[src/rtl/arp_pkg.sv]
// Shared constants and state type of the address resolution sequencer.
package arp_pkg;
    localparam int HDR_BYTES = 6;
    localparam int KEY_BYTES = 16;
    localparam int COST_BASE = 20;
    localparam int COST_KEY  = 28;
    localparam int COST_HIT  = 11;

    localparam logic [1:0] ERR_NONE     = 2'd0;
    localparam logic [1:0] ERR_IN_SHORT = 2'd1;
    localparam logic [1:0] ERR_OUT_FULL = 2'd2;

    typedef enum logic [2:0] {
        ST_IDLE, ST_HDR, ST_KEY, ST_AES, ST_WR0, ST_WR1, ST_WAIT, ST_FIN
    } arp_state_t;
endpackage

[src/rtl/arp_byte_gather.sv]
// Byte collector: shifts accepted bytes in at the bottom, so the first byte
// of a group ends up most significant. Assumes clr and take never need the
// data kept across a clear.
module arp_byte_gather #(
    parameter int NBYTES = 16,
    localparam int CNT_W = $clog2(NBYTES)
) (
    input  logic                  clk,
    input  logic                  rst_n,
    input  logic                  clr_i,
    input  logic                  take_i,
    input  logic [7:0]            byte_i,
    output logic [NBYTES*8-1:0]   data_o,
    output logic [NBYTES*8-1:0]   nxt_o,
    output logic [CNT_W-1:0]      cnt_o
);
    assign nxt_o = {data_o[NBYTES*8-9:0], byte_i};

    // shift register and byte position within the current group
    always_ff @(posedge clk) begin
        if (!rst_n) begin
            data_o <= '0;
            cnt_o  <= '0;
        end else begin
            if (take_i) data_o <= nxt_o;
            if (clr_i)       cnt_o <= '0;
            else if (take_i) cnt_o <= cnt_o + 1'b1;
        end
    end
endmodule

[src/rtl/arp_cost_timer.sv]
// Run-length model: counts cycles since START and flags when the next edge
// reaches base + per-key * keys + per-match * matches. Assumes keys/hits
// are final while the owner waits on due_o.
module arp_cost_timer #(
    parameter int CNT_W  = 13,
    parameter int TIME_W = 19
) (
    input  logic              clk,
    input  logic              rst_n,
    input  logic              clr_i,
    input  logic              run_i,
    input  logic [CNT_W-1:0]  keys_i,
    input  logic [CNT_W-1:0]  hits_i,
    output logic              due_o
);
    import arp_pkg::*;
    logic [TIME_W-1:0] elapsed;
    logic [TIME_W-1:0] target;

    assign target = TIME_W'(COST_BASE) + TIME_W'(COST_KEY) * TIME_W'(keys_i)
                  + TIME_W'(COST_HIT) * TIME_W'(hits_i);
    assign due_o  = (elapsed + 1'b1) >= target;

    // saturating cycle count since the accepted START
    always_ff @(posedge clk) begin
        if (!rst_n)                      elapsed <= '0;
        else if (clr_i)                  elapsed <= '0;
        else if (run_i && elapsed != '1) elapsed <= elapsed + 1'b1;
    end
endmodule

[src/rtl/arp_resolver.sv]
// Address resolution sequencer top: parses the header, walks keys one at a
// time through an external AES engine, emits matching key indices and the
// outcome events. Assumes the engine tolerates a dropped request on STOP.
module arp_resolver #(
    parameter int MAX_KEYS = 4096,
    parameter int MAXRES_W = 16,
    localparam int IDX_W  = $clog2(MAX_KEYS + 1),
    localparam int AMT_W  = IDX_W + 1,
    localparam int TIME_W = $clog2(20 + 39 * MAX_KEYS + 1) + 1,
    localparam int CMP_W  = (IDX_W > MAXRES_W) ? IDX_W : MAXRES_W
) (
    input  logic                clk,
    input  logic                rst_n,
    input  logic                start_i,
    input  logic                stop_i,
    input  logic [MAXRES_W-1:0] max_res_i,
    input  logic                in_valid_i,
    input  logic [7:0]          in_data_i,
    input  logic                in_last_i,
    output logic                in_ready_o,
    output logic                aes_req_o,
    output logic [127:0]        aes_key_o,
    output logic [127:0]        aes_blk_o,
    input  logic                aes_ack_i,
    input  logic [127:0]        aes_res_i,
    output logic                out_valid_o,
    output logic [7:0]          out_data_o,
    input  logic                out_ready_i,
    input  logic                out_full_i,
    output logic                busy_o,
    output logic [1:0]          err_status_o,
    output logic [AMT_W-1:0]    out_amount_o,
    output logic                ev_resolved_o,
    output logic                ev_notresolved_o,
    output logic                ev_end_o,
    output logic                ev_error_o
);
    import arp_pkg::*;
    localparam int G_CNT_W = $clog2(KEY_BYTES);

    arp_state_t          state;
    logic [23:0]         hash_q, prand_q;
    logic [IDX_W-1:0]    idx_q, cnt_q, idx_inc;
    logic [MAXRES_W-1:0] max_q;
    logic                lend_q, take, g_clr, go_on, due;
    logic [127:0]        g_data, g_nxt;
    logic [G_CNT_W-1:0]  g_cnt;
    logic [15:0]         idx16;

    assign busy_o      = (state != ST_IDLE);
    assign in_ready_o  = (state == ST_HDR) || (state == ST_KEY);
    assign take        = in_valid_i && in_ready_o;
    assign aes_req_o   = (state == ST_AES);
    assign aes_key_o   = g_data;
    assign aes_blk_o   = {104'd0, prand_q};
    assign out_valid_o = (state == ST_WR0) || (state == ST_WR1);
    assign idx16       = 16'(idx_q);
    assign out_data_o  = (state == ST_WR1) ? idx16[15:8] : idx16[7:0];
    assign idx_inc     = idx_q + 1'b1;
    assign go_on       = !lend_q && (CMP_W'(cnt_q) < CMP_W'(max_q))
                         && (idx_inc < IDX_W'(MAX_KEYS));
    assign g_clr       = ((state == ST_IDLE) && start_i)
                         || ((state == ST_HDR) && take && g_cnt == G_CNT_W'(HDR_BYTES - 1));

    arp_byte_gather #(.NBYTES(KEY_BYTES)) u_gather (
        .clk(clk), .rst_n(rst_n), .clr_i(g_clr), .take_i(take),
        .byte_i(in_data_i), .data_o(g_data), .nxt_o(g_nxt), .cnt_o(g_cnt)
    );

    arp_cost_timer #(.CNT_W(IDX_W), .TIME_W(TIME_W)) u_timer (
        .clk(clk), .rst_n(rst_n), .clr_i(g_clr && state == ST_IDLE),
        .run_i(busy_o), .keys_i(idx_q), .hits_i(cnt_q), .due_o(due)
    );

    // sequencer: tasks, header/key parsing, compare, index writes, events
    always_ff @(posedge clk) begin
        if (!rst_n) begin
            state <= ST_IDLE;
            hash_q <= '0; prand_q <= '0; idx_q <= '0; cnt_q <= '0;
            max_q <= '0; lend_q <= 1'b0;
            err_status_o <= ERR_NONE; out_amount_o <= '0;
            ev_resolved_o <= 1'b0; ev_notresolved_o <= 1'b0;
            ev_end_o <= 1'b0; ev_error_o <= 1'b0;
        end else begin
            ev_resolved_o <= 1'b0; ev_notresolved_o <= 1'b0;
            ev_end_o <= 1'b0; ev_error_o <= 1'b0;
            if (busy_o && stop_i) begin
                state <= ST_IDLE;
                ev_error_o <= 1'b1;
            end else begin
                case (state)
                    ST_IDLE: if (start_i) begin
                        state <= ST_HDR;
                        err_status_o <= ERR_NONE; out_amount_o <= '0;
                        idx_q <= '0; cnt_q <= '0; lend_q <= 1'b0;
                        max_q <= max_res_i;
                    end
                    ST_HDR: if (take) begin
                        if (g_cnt == G_CNT_W'(HDR_BYTES - 1)) begin
                            hash_q  <= {g_nxt[31:24], g_nxt[39:32], g_nxt[47:40]};
                            prand_q <= {g_nxt[7:0], g_nxt[15:8], g_nxt[23:16]};
                            state   <= (in_last_i || max_q == '0) ? ST_WAIT : ST_KEY;
                        end else if (in_last_i) begin
                            err_status_o <= ERR_IN_SHORT; ev_error_o <= 1'b1;
                            state <= ST_IDLE;
                        end
                    end
                    ST_KEY: if (take) begin
                        if (g_cnt == G_CNT_W'(KEY_BYTES - 1)) begin
                            lend_q <= in_last_i;
                            state  <= ST_AES;
                        end else if (in_last_i) begin
                            err_status_o <= ERR_IN_SHORT; ev_error_o <= 1'b1;
                            state <= ST_IDLE;
                        end
                    end
                    ST_AES: if (aes_ack_i) begin
                        if (aes_res_i[23:0] == hash_q) begin
                            cnt_q <= cnt_q + 1'b1;
                            out_amount_o <= AMT_W'(cnt_q + 1'b1) << 1;
                            state <= ST_WR0;
                        end else begin
                            idx_q <= idx_inc;
                            state <= go_on ? ST_KEY : ST_WAIT;
                        end
                    end
                    ST_WR0, ST_WR1: begin
                        if (out_full_i) begin
                            err_status_o <= ERR_OUT_FULL; ev_error_o <= 1'b1;
                            state <= ST_IDLE;
                        end else if (out_ready_i) begin
                            if (state == ST_WR0) state <= ST_WR1;
                            else begin
                                idx_q <= idx_inc;
                                state <= go_on ? ST_KEY : ST_WAIT;
                            end
                        end
                    end
                    ST_WAIT: if (due) begin
                        ev_resolved_o    <= (out_amount_o != '0);
                        ev_notresolved_o <= (out_amount_o == '0);
                        state <= ST_FIN;
                    end
                    ST_FIN: begin
                        ev_end_o <= 1'b1;
                        state <= ST_IDLE;
                    end
                    default: state <= ST_IDLE;
                endcase
            end
        end
    end
endmodule

[config.mk]
export PLATFORM = sky130hd
export DESIGN_NAME = arp_resolver
export DESIGN_NICKNAME = d
export VERILOG_FILES = /design/src/rtl/arp_pkg.sv /design/src/rtl/arp_byte_gather.sv /design/src/rtl/arp_cost_timer.sv /design/src/rtl/arp_resolver.sv
export SDC_FILE = /design/constraint.sdc
export NUM_CORES = 1
export LEC_CHECK = 0
export BUFFER_PORTS_ARGS = -buffer_cell sky130_fd_sc_hd__buf_2
export CAP_MARGIN = 10
export CORE_MARGIN = 2
export CORE_UTILIZATION = 45
export CTS_CLUSTER_DIAMETER = 40
export CTS_CLUSTER_SIZE = 12
export DETAILED_ROUTE_END_ITERATION = 6
export HOLD_SLACK_MARGIN = 0.12
export PLACE_DENSITY = 0.73
export SLEW_MARGIN = 20
export SYNTH_ARGS = -nofsm -noshare
export SYNTH_HDL_FRONTEND = slang
export SYNTH_HIERARCHICAL = 1
export SYNTH_SLANG_ARGS = --single-unit
[constraint.sdc]
create_clock -name clk -period 6.5 [get_ports clk]
set_input_delay 0 -clock clk [delete_from_list [all_inputs] [get_ports clk]]
set_output_delay 0 -clock clk [all_outputs]
set_load 0.005 [all_outputs]
Yosys cells after proc, flatten, opt, wreduce, memory -nomap -nowiden --
Index checks and enable logic that the tools add are counted.
Storage, ports and cells: memories 0, ROM bits 0, register bits after elaboration 265, latch bits 0, output and inout bits 288, memory bits (writable) 0
Cells by class: add/subtract/negate cells 7, divide/modulo/power cells 0, mux-type cells 51, shift-type cells 0, eq/ne operators 26, $lt $le $gt $ge 3, multipliers 2, reduce and logical (&&, ||, !) cells 35, bitwise operators 4
Operator list (count):
- 2-to-1 mux 13 bit | 8
- 2-to-1 mux 14 bit | 3
- 2-to-1 mux 3 bit | 14
- adder 13 x 1 -> 13 bit, second input constant | 3
- case mux 13 bit (3 select lines) | 1
- case mux 14 bit (2 select lines) | 1
- case mux 13 bit (2 select lines) | 1
- == test 24 bit | 1
- != test 2 bit, second input constant | 11
- case mux 3 bit (7 select lines) | 1
- adder 19 x 1 -> 19 bit, second input constant | 1
- adder 19 x 17 -> 19 bit | 1
- adder 5 x 18 -> 19 bit, first input constant | 1
- >= comparator 19 bit | 1
- != test 19 bit, second input constant | 1
- multiplier 4 x 13 -> 17 bit, first input constant | 1
- zero test 16 bit | 1
- < comparator 13 x 16 -> 1 bit | 1
- multiplier 3 x 13 -> 16 bit, first input constant | 1
- AND reduction 8 bit | 2
- zero test 14 bit | 1
- 2-to-1 mux 2 bit | 7
- nonzero test 14 bit | 1
- < comparator 13 bit, second input constant | 1
- 27 further kinds | 63

Depth between registers and ports, before layout --
Gate-level depths: netlist of the first run.
word-level depth 8, gate-level depth with buffers 30

Cells and area by module --
Netlist of the first run, hierarchy kept.
Modules (own cells, without submodules):
- arp_byte_gather | times used 1, sequential area each 2642.5 µm², cells each 558, area each 6012.0 µm²
- arp_resolver | times used 1, sequential area each 2001.9 µm², cells each 729, area each 5900.7 µm²
- arp_cost_timer | times used 1, sequential area each 380.4 µm², cells each 435, area each 3908.7 µm²

Worst setup path after synthesis of the first run --
No wires, ideal clock.
kind reg2reg, from register idx_q[0], to register state[1], setup slack -0.117 ns, arrival time 6.539 ns, stages on the path, launching flop included 29, library setup time 0.078 ns, data required time 6.422 ns, cell sequence dfxtp_1 > fa_1 > ha_1 > inv_1 > fa_1 > nor2b_1 > o31a_1 > o21a_1 > nor2_1 > xnor2_1 > ha_1 > fa_1 > inv_1 > fa_1 > inv_1 > ha_1 > a2111oi_0 > o21a_1 > o311ai_0 > a31oi_1 > xor2_1 > ha_1 > a2111oi_0 > nand3_1 > o32a_1 > o32a_1 > mux2_2 > o2111a_1 > nor3_1
On the way: longest elaborated chain between the ends 6
Ends and longest elaborated chain:
- start, declared | RTL line arp_resolver.sv:43 | logic [IDX_W-1:0] idx_q, cnt_q, idx_inc;
- start signal, assigned | RTL line arp_resolver.sv:123 | idx_q <= idx_inc;
- start signal, assigned | RTL line arp_resolver.sv:134 | idx_q <= idx_inc;
- multiplier 3 x 13 -> 16 bit | RTL line arp_cost_timer.sv:20 | assign target = TIME_W'(COST_BASE) + TIME_W'(COST_KEY) * TIME_W'(keys_i)
- adder 5 x 18 -> 19 bit | RTL line arp_cost_timer.sv:20
- adder 19 x 17 -> 19 bit | RTL line arp_cost_timer.sv:21 | + TIME_W'(COST_HIT) * TIME_W'(hits_i);
- >= comparator 19 bit | RTL line arp_cost_timer.sv:22 | assign due_o = (elapsed + 1'b1) >= target;
- net due | RTL line arp_resolver.sv:45 | logic lend_q, take, g_clr, go_on, due;
- != test 2 bit (no source line)
- AND reduction 6 bit (no source line)
- end signal, assigned | RTL line arp_resolver.sv:102 | state <= (in_last_i || max_q == '0) ? ST_WAIT : ST_KEY;
- end signal, assigned | RTL line arp_resolver.sv:124 | state <= go_on ? ST_KEY : ST_WAIT;
- end signal, assigned | RTL line arp_resolver.sv:135 | state <= go_on ? ST_KEY : ST_WAIT;
- end, declared | RTL line arp_resolver.sv:41 | arp_state_t state;
The timed path passes the listed nets, and every way through them passes these cells. A chain may end at the register's enable or synchronous reset.

Worst setup path after layout of the first run --
from register idx_q[1], to register state[0]
The elaborated chain is that of the path after synthesis.

==> results.yml, run 1 <==
layout:
  drive_gt1_frac: 0.215
  area_delta_synth_final_pct: 20.3
  final_cells: 2383
  nets: 2193
  final_core_util: 0.547
sta:
  tightestPinTransition_ns: 1.16
  fmax_mhz: 154
  grt_setup_unrepaired: "yes"
  slew_headroom: 0.217
  tns_ns: -0.00999
  timing.final.hold_violations: 0
  post-route-min-period_ns: 6.51
  slew_viol_final: 0
  fin_crit_sh: 1.00
  worst_slack_ns: -0.00999
  fin_skew_ns: 0.0416
  setup_viol: 1
run_status:
  violations: "setup timing"
  status: "finished, violations left"
placement:
  io_buffers: 239
  hpwl_um: 27100
  place_congestion: 0.880
  pre_cts_ws_ns: -0.260
  place_inst: 2255
floorplan:
  die_area_um2: 35300
  die_h_um: 188
  core_um2: 33400
  rows: 67
  start_util: 0.455
  die_w_um: 188
  io_pins: 449
power:
  ir_drop_v: 0.000197
  p_leak_nw: 8.27
  power_mw: 4.66
  powerDensity_nw_per_um2: 255
synth:
  syn_avg_cell_area_um2: 9.27
  netlist_area_um2: 15200
  synthCells: 1642
  yosys_warnings: 6
drt:
  drc: 0
  wl_per_cell_um: 15.8
  drt-initial-drc-count: 692
  first_pass_iters: 5
  ant_nets: 0
  vias: 11846
  wl_um: 37700
  routed_via_density: 4.97
clocking:
  clk_pin_slew_ns: 0.05
  cts_buffers: 40
  cts_tree: "yes"
  htreeDepth: 2
  clock_path_buffers: 3
  clk_latency_ns: 0.55
  cts_root_buf: "clkbuf_16"
  clkSinkCount: 251
worst_setup_path:
  arrival_ns: 6.94
  worstPathMaxFanout: 4
  crit_path_end_kind: "flop"
  cp.required_ns: 6.93
  critPathKind: "reg -> reg"
  start_kind: "flop"
global_route:
  grt_pass1_vias: 11524
  antenna_found_initial: 5
  grt-ovfl-total: 0
  grt_use_total: 0.207
  grt_pass1_wl_um: 59900
  grt_max_degree: 120
worst_hold_path:
  hold_class: "in -> reg"
run:
  drv_cap: 0
-- state kept, by name (all words and copies together), names as in the netlist --
signal,flops
u_gather/data_o,128
hash_q,24
prand_q,24
u_timer/elapsed,19
max_q,16
cnt_q,13
idx_q,13
u_gather/cnt_o,4
state,3
err_status_o,2
ev_end_o,1
ev_error_o,1
ev_notresolved_o,1
ev_resolved_o,1
lend_q,1
-- worst max-delay path, stage by stage (launching register included) --
cell and delay [ns]:
dfxtp_4 0.35, fa_1 0.57, ha_1 0.25, a21o_1 0.19, a211o_1 0.30, a21oi_2 0.15
o21ai_0 0.10, xor2_1 0.16, ha_1 0.29, fa_1 0.48, inv_1 0.05, fa_1 0.52
inv_1 0.07, ha_4 0.25, a21o_1 0.21, a221oi_2 0.31, nand2_1 0.10, a21oi_2 0.22
xor2_1 0.19, ha_1 0.26, nor2b_1 0.14, o21ai_1 0.12, nand3_1 0.09, o32a_1 0.34
o32a_1 0.17, mux2_4 0.29, a31oi_1 0.17, nor3_1 0.07
-- area by class of cell --
class | instances | area, um2
tap | 448 | 561
clock inverter | 26 | 378
clock buffer | 46 | 1040
inverter | 83 | 312
fill | 2993 | 15100
antenna | 3 | 7.51
sequential | 251 | 5040
timing repair buffer | 332 | 2030
multi-input combinational | 1194 | 8940
-- power by group --
group          internal, mW  leakage [nW]  switching, mW  total (mW)
clock network          1.42         0.683          0.816        2.23
registers              1.58          2.03         0.0518        1.63
logic                 0.344          5.56          0.456       0.800
total                  3.34          8.27           1.32        4.66
-- per-layer routing --
layer  up-vias  share of wire  wire length [um]  track usage
met3        79          0.084              3180       0.0655
met1      5598           0.43             16100        0.260
met5         -        0.00053                20            0
met4         4          0.029              1110       0.0697
li1       5780              -                 -            -
met2       385           0.46             17300        0.337
-- per-stage QoR --
stage | hold slack (ns) | cell area, um2
after floorplan | 0.145 | 15600
after global placement | 0.263 | 16200
after detailed placement | 0.269 | 16200
after CTS | 0.205 | 18200
after global routing | 0.269 | 18300
final | 0.219 | 18300
-- worst paths after layout --
check	startpoint	slack (ns)	end	depth (start not counted)
max reg2reg	idx_q[1]	-0.01	state[0]	27
max	idx_q[1]	-0.01	state[0]	27
min reg2reg	prand_q[7]	0.46	prand_q[7]	2
min	aes_res_i[2]	0.22	cnt_q[2]	7
-- repair_timing --
item / 4_1_cts / 5_1_grt
hold buffers: 48 / 0
pin swaps: 32 / 19
setup endpoints to repair: 2 / 4
hold endpoints to repair: 54 / 0
setup buffers: 2 / 3
cloned: 0 / 0
resized for setup: 28 / 7
-- layout by cell type, fill, tap and decap left out, types with 5 or more instances in the layout --
cell type / count
o21ai_0: 15
buf_4: 44
a21o_1: 16
a21oi_2: 5
a211oi_1: 6
a31oi_1: 5
clkbuf_16: 40
nand2_1: 179
inv_1: 79
mux2i_1: 138
buf_2: 238
nor2_1: 69
nand2b_1: 12
dfxtp_1: 246
clkinv_2: 5
and2_1: 5
and3_1: 18
bufinv_16: 6
ha_1: 86
nand3_1: 19
a21oi_1: 29
nor2b_1: 141
fa_1: 37
xnor2_1: 40
nor4_1: 13
o21bai_1: 5
a31o_2: 6
xor2_1: 57
conb_1: 105
and4_1: 6
dlygate4sd3_1: 48
a21boi_0: 60
o21a_1: 8
clkinv_4: 7
nand4_1: 13
nor3_1: 16
Note: power is estimated with default switching activity, not from simulation.
==> inputs of run 2 (changes only) <==
CORE_UTILIZATION = 48   (was 45)
PLACE_DENSITY = 0.77   (was 0.73)
==> results.yml, run 2 (synthesized netlist as in run 1, its figures left out) <==
clocking:
  clock_path_buffers: 3
  clkSinkCount: 251
  htreeDepth: 2
  clk_pin_slew_ns: 0.05
  cts_root_buf: "clkbuf_16"
  cts_tree: "yes"
  cts_buffers: 38
  clk_latency_ns: 0.54
power:
  power_mw: 4.54
  powerDensity_nw_per_um2: 250
  p_leak_nw: 8.27
  ir_drop_v: 0.000207
floorplan:
  core_um2: 31400
  io_pins: 449
  start_util: 0.485
  die_w_um: 182
  die_area_um2: 33200
  rows: 65
  die_h_um: 182
sta:
  worst_slack_ns: -0.225
  slew_viol_final: 0
  setup_viol: 2
  post-route-min-period_ns: 6.72
  timing.final.hold_violations: 0
  slew_headroom: 0.207
  fmax_mhz: 149
  grt_setup_unrepaired: "yes"
  fin_crit_sh: 1.03
  tightestPinTransition_ns: 1.18
  fin_skew_ns: 0.0389
layout:
  largest_register_ffs: 128
  drive_gt1_frac: 0.214
  area_delta_synth_final_pct: 19.4
  fillers: 2714
  reg.largest.list: "u_gather/data_o: 128 flops, hash_q: 24 flops, prand_q: 24 flops"
  final_core_util: 0.579
  final_cells: 2338
  layout_commonest_cell: "dfxtp_1"
  final_cell_mix: "dfxtp_1, buf_2, nand2_1, nor2b_1, mux2i_1"
  finalInstanceArea_um2: 18200
  nets: 2195
  top_register: "u_gather/data_o"
placement:
  hpwl_um: 27500
  place_area_um2: 16200
  pre_cts_ws_ns: -0.376
  place_inst: 2214
  place_congestion: 0.946
  io_buffers: 239
worst_setup_path:
  critPathKind: "reg -> reg"
  crit_path_end_kind: "flop"
  start_kind: "flop"
  slowest_delay_ns: 0.54
  slowest_stage: "fa_1"
  worstPathMaxFanout: 4
  arrival_ns: 7.11
  cp.required_ns: 6.88
drt:
  ant_nets: 0
  first_pass_iters: 7
  drt-initial-drc-count: 674
  wl_per_cell_um: 16.2
  routed_via_density: 5.13
  wl_um: 37900
  vias: 11983
  drc: 0
global_route:
  grt-ovfl-total: 0
  antenna_found_initial: 8
  grt_pass1_vias: 11696
  grt_use_total: 0.220
  grt_pass1_wl_um: 59600
  grt_max_degree: 86
worst_hold_path:
  hold_class: "in -> reg"
run:
  drv_cap: 0
run_status:
  violations: "setup timing"
  status: "finished, violations left"
run 2: changes by cell type in the layout (fill, tap and decap cells not counted), sizes merged:
cell         previous run  this run
buf                   284       287
bufinv                  6         5
clkinv                 14        13
clkbuf                 46        45
dlygate4sd3            48        49
clkinvlp                4         1
inv                    85        86
diode                   3         5
run 2: worst paths after layout:
check / depth (start not counted) / from / endpoint / slack [ns]
hold / removal: 5 / out_ready_i / state[2] / 0.16
setup / recovery: 28 / idx_q[1] / state[0] / -0.22
setup reg to reg: 28 / idx_q[1] / state[0] / -0.22
hold reg to reg: 2 / prand_q[8] / prand_q[8] / 0.46
run 2: what timing repair did:
| action | CTS | global route |
|---|---|---|
| resized for setup | 15 | 15 |
| endpoints found under the hold margin | 129 | 0 |
| hold buffers | 49 | 0 |
| setup buffers | 2 | 1 |
| endpoints found under the setup margin | 2 | 4 |
| pin swaps | 25 | 20 |
run 2: per-stage QoR:
| stage | TNS [ns] | hold WS [ns] |
|---|---|---|
| after floorplan | 0 | 0.145 |
| after global placement | -0.222 | 0.260 |
| after detailed placement | -0.747 | 0.267 |
| after CTS | -0.461 | 0.132 |
| after global routing | -1.21 | 0.178 |
| final | -0.432 | 0.165 |
run 2: worst max-delay path: cells and delay by family, from the launching register on:
kind                     cells  cell delay [ns]
AO/OA/AOI/OAI               11             2.35
flip-flops                   1             0.35
adder cells (fa/ha/maj)      7             2.63
AND/OR/NAND/NOR              4             0.41
XOR/XNOR                     2             0.34
buffers and inverters        3             0.24
multiplexers                 1             0.28
run 2: area by class of cell:
class	instances	area (um2)	area share
clock buffers	45	1040	0.0571
diodes	5	12.5	0.000689
repair buffers	336	2070	0.114
clock inverters	22	299	0.0165
multi-input cells	1194	8910	0.490
flip-flops and latches	251	5030	0.277
inverters	83	312	0.0171
well taps	402	503	0.0277
run 2: power breakdown:
group	switching [mW]	internal (mW)
logic	0.453	0.346
clock network	0.758	1.35
registers	0.0507	1.58
total	1.26	3.28
run 2: routing by layer:
metal  GRT usage  wire length (um)  up-vias
li1            -                 -     5779
met1       0.269             16000     5716
met2       0.375             17900      407
met3      0.0657              3050       77
met4      0.0671               993        4
met5           0                23        -
==> inputs of run 3 (changes only) <==
PLACE_DENSITY = not set   (was 0.77)
PLACE_DENSITY_LB_ADDON = 0.3   (was not set)
SETUP_SLACK_MARGIN = 0.15   (was not set)
==> results.yml, run 3 (synthesized netlist as in run 1, its figures left out) <==
power:
  ir_drop_v: 0.000361
  powerDensity_nw_per_um2: 257
  p_leak_nw: 8.26
floorplan:
  rows: 65
  die_h_um: 182
  start_util: 0.485
  die_area_um2: 33200
  die_w_um: 182
  io_pins: 449
  core_um2: 31400
sta:
  timing.final.hold_violations: 0
  fin_skew_ns: 0.0314
  post-route-min-period_ns: 6.70
  fmax_mhz: 149
  grt_setup_unrepaired: "yes"
  setup_viol: 2
  slew_viol_final: 0
  worst_slack_ns: -0.199
  fin_crit_sh: 1.03
  whs_ns: 0.194
  slew_headroom: 0.308
  tightestPinTransition_ns: 1.04
layout:
  layout_commonest_cell: "dfxtp_1"
  top_register: "u_gather/data_o"
  final_core_util: 0.581
  area_delta_synth_final_pct: 19.9
  multi_input_area_um2: 8930
  largest_register_ffs: 128
  reg.largest.list: "u_gather/data_o: 128 flops, hash_q: 24 flops, prand_q: 24 flops"
  final_cell_mix: "dfxtp_1, buf_2, nand2_1, nor2b_1, mux2i_1"
  drive_gt1_frac: 0.222
  seq_area_um2: 5040
  nets: 2190
  finalInstanceArea_um2: 18200
  fillers: 2737
global_route:
  grt_pass1_wl_um: 58800
  antenna_found_initial: 3
  grt_max_degree: 98
  grt_pass1_vias: 11347
  grt_use_total: 0.218
  grt-ovfl-total: 0
clocking:
  clock_path_buffers: 3
  clkSinkCount: 251
  cts_buffers: 40
  htreeDepth: 2
  clk_pin_slew_ns: 0.05
  cts_tree: "yes"
  clk_latency_ns: 0.54
  cts_root_buf: "clkbuf_16"
drt:
  wl_per_cell_um: 16.0
  drc: 0
  first_pass_iters: 5
  vias: 11718
  drt-initial-drc-count: 686
  ant_nets: 0
  routed_via_density: 5.02
  wl_um: 37400
worst_hold_path:
  min_from: "aes_res_i[9]"
  hold_class: "in -> reg"
worst_setup_path:
  arrival_ns: 7.15
  slowest_delay_ns: 0.53
  path_common_cell: "fa_1"
  cp.required_ns: 6.95
  startpoint: "idx_q[0]"
  worstPathMaxFanout: 4
  critPathKind: "reg -> reg"
  crit_path_end_kind: "flop"
  slowest_stage: "fa_1"
  start_kind: "flop"
  r2r-start: "idx_q[0]"
placement:
  place_congestion: 0.838
  io_buffers: 239
  place_area_um2: 16200
  hpwl_um: 26700
run:
  drv_cap: 0
run_status:
  status: "finished, violations left"
  violations: "setup timing"
run 3: changes by cell type in the layout (fill, tap and decap cells not counted), sizes merged:
cell and change:
buf +7, dlygate4sd3 -14, bufinv +3, clkinv -1, diode -1, clkinvlp +5
inv -2
run 3: worst paths after layout:
kind / end / slack (ns) / cells past startpoint
min reg2reg: prand_q[0] / 0.46 / 2
min: cnt_q[2] / 0.19 / 7
max reg2reg: state[0] / -0.20 / 29
max: state[0] / -0.20 / 29
run 3: layer usage:
metal  GRT usage  part of all wire  up-vias
met5           0           0.00035        -
met2       0.366              0.48      332
li1            -                 -     5782
met3      0.0653             0.073       61
met1       0.271              0.43     5541
met4      0.0635             0.021        2
run 3: layout make-up:
cell class              count  share of cell area
diodes                      4            0.000549
clock buffers              45              0.0575
clock inverters            27              0.0223
inverters                  83              0.0171
multi-input cells        1194               0.489
flip-flops and latches    251               0.276
well taps                 402              0.0276
repair buffers            329               0.110
run 3: critical path: cells and delay by family, from the launching register on:
kind                       cells  cell delay [ns]
adders and majority gates      8             2.86
AOI/OAI and AO/OA             10             2.15
and+or+nand+nor                4             0.42
DFF                            1             0.34
xor gates and xnor gates       2             0.32
muxes                          1             0.29
buffers and inverters          4             0.27
run 3: stage by stage:
stage          setup WS (ns)  cells  setup TNS (ns)  total power [mW]
2_1_floorplan          0.160   1746               0              2.32
3_3_place_gp          -0.131   2215          -0.249              2.38
3_5_place_dp          -0.329   2215          -0.639              2.40
4_1_cts               -0.137   2330          -0.254              4.72
5_1_grt               -0.516   2333           -1.27              4.87
6_report              -0.199   2335          -0.384              4.69
run 3: where the power goes:
part	internal, mW	total (mW)	switching (mW)
Clock	1.49	2.29	0.792
Combinational	0.329	0.770	0.441
Sequential	1.58	1.63	0.0523
run 3: timing repair:
item	CTS	global route
hold endpoints to repair	64	0
gates resized for setup	9	14
hold buffers	36	0
pin swaps	21	16
endpoints found under the setup margin	4	4
buffers inserted	7	1
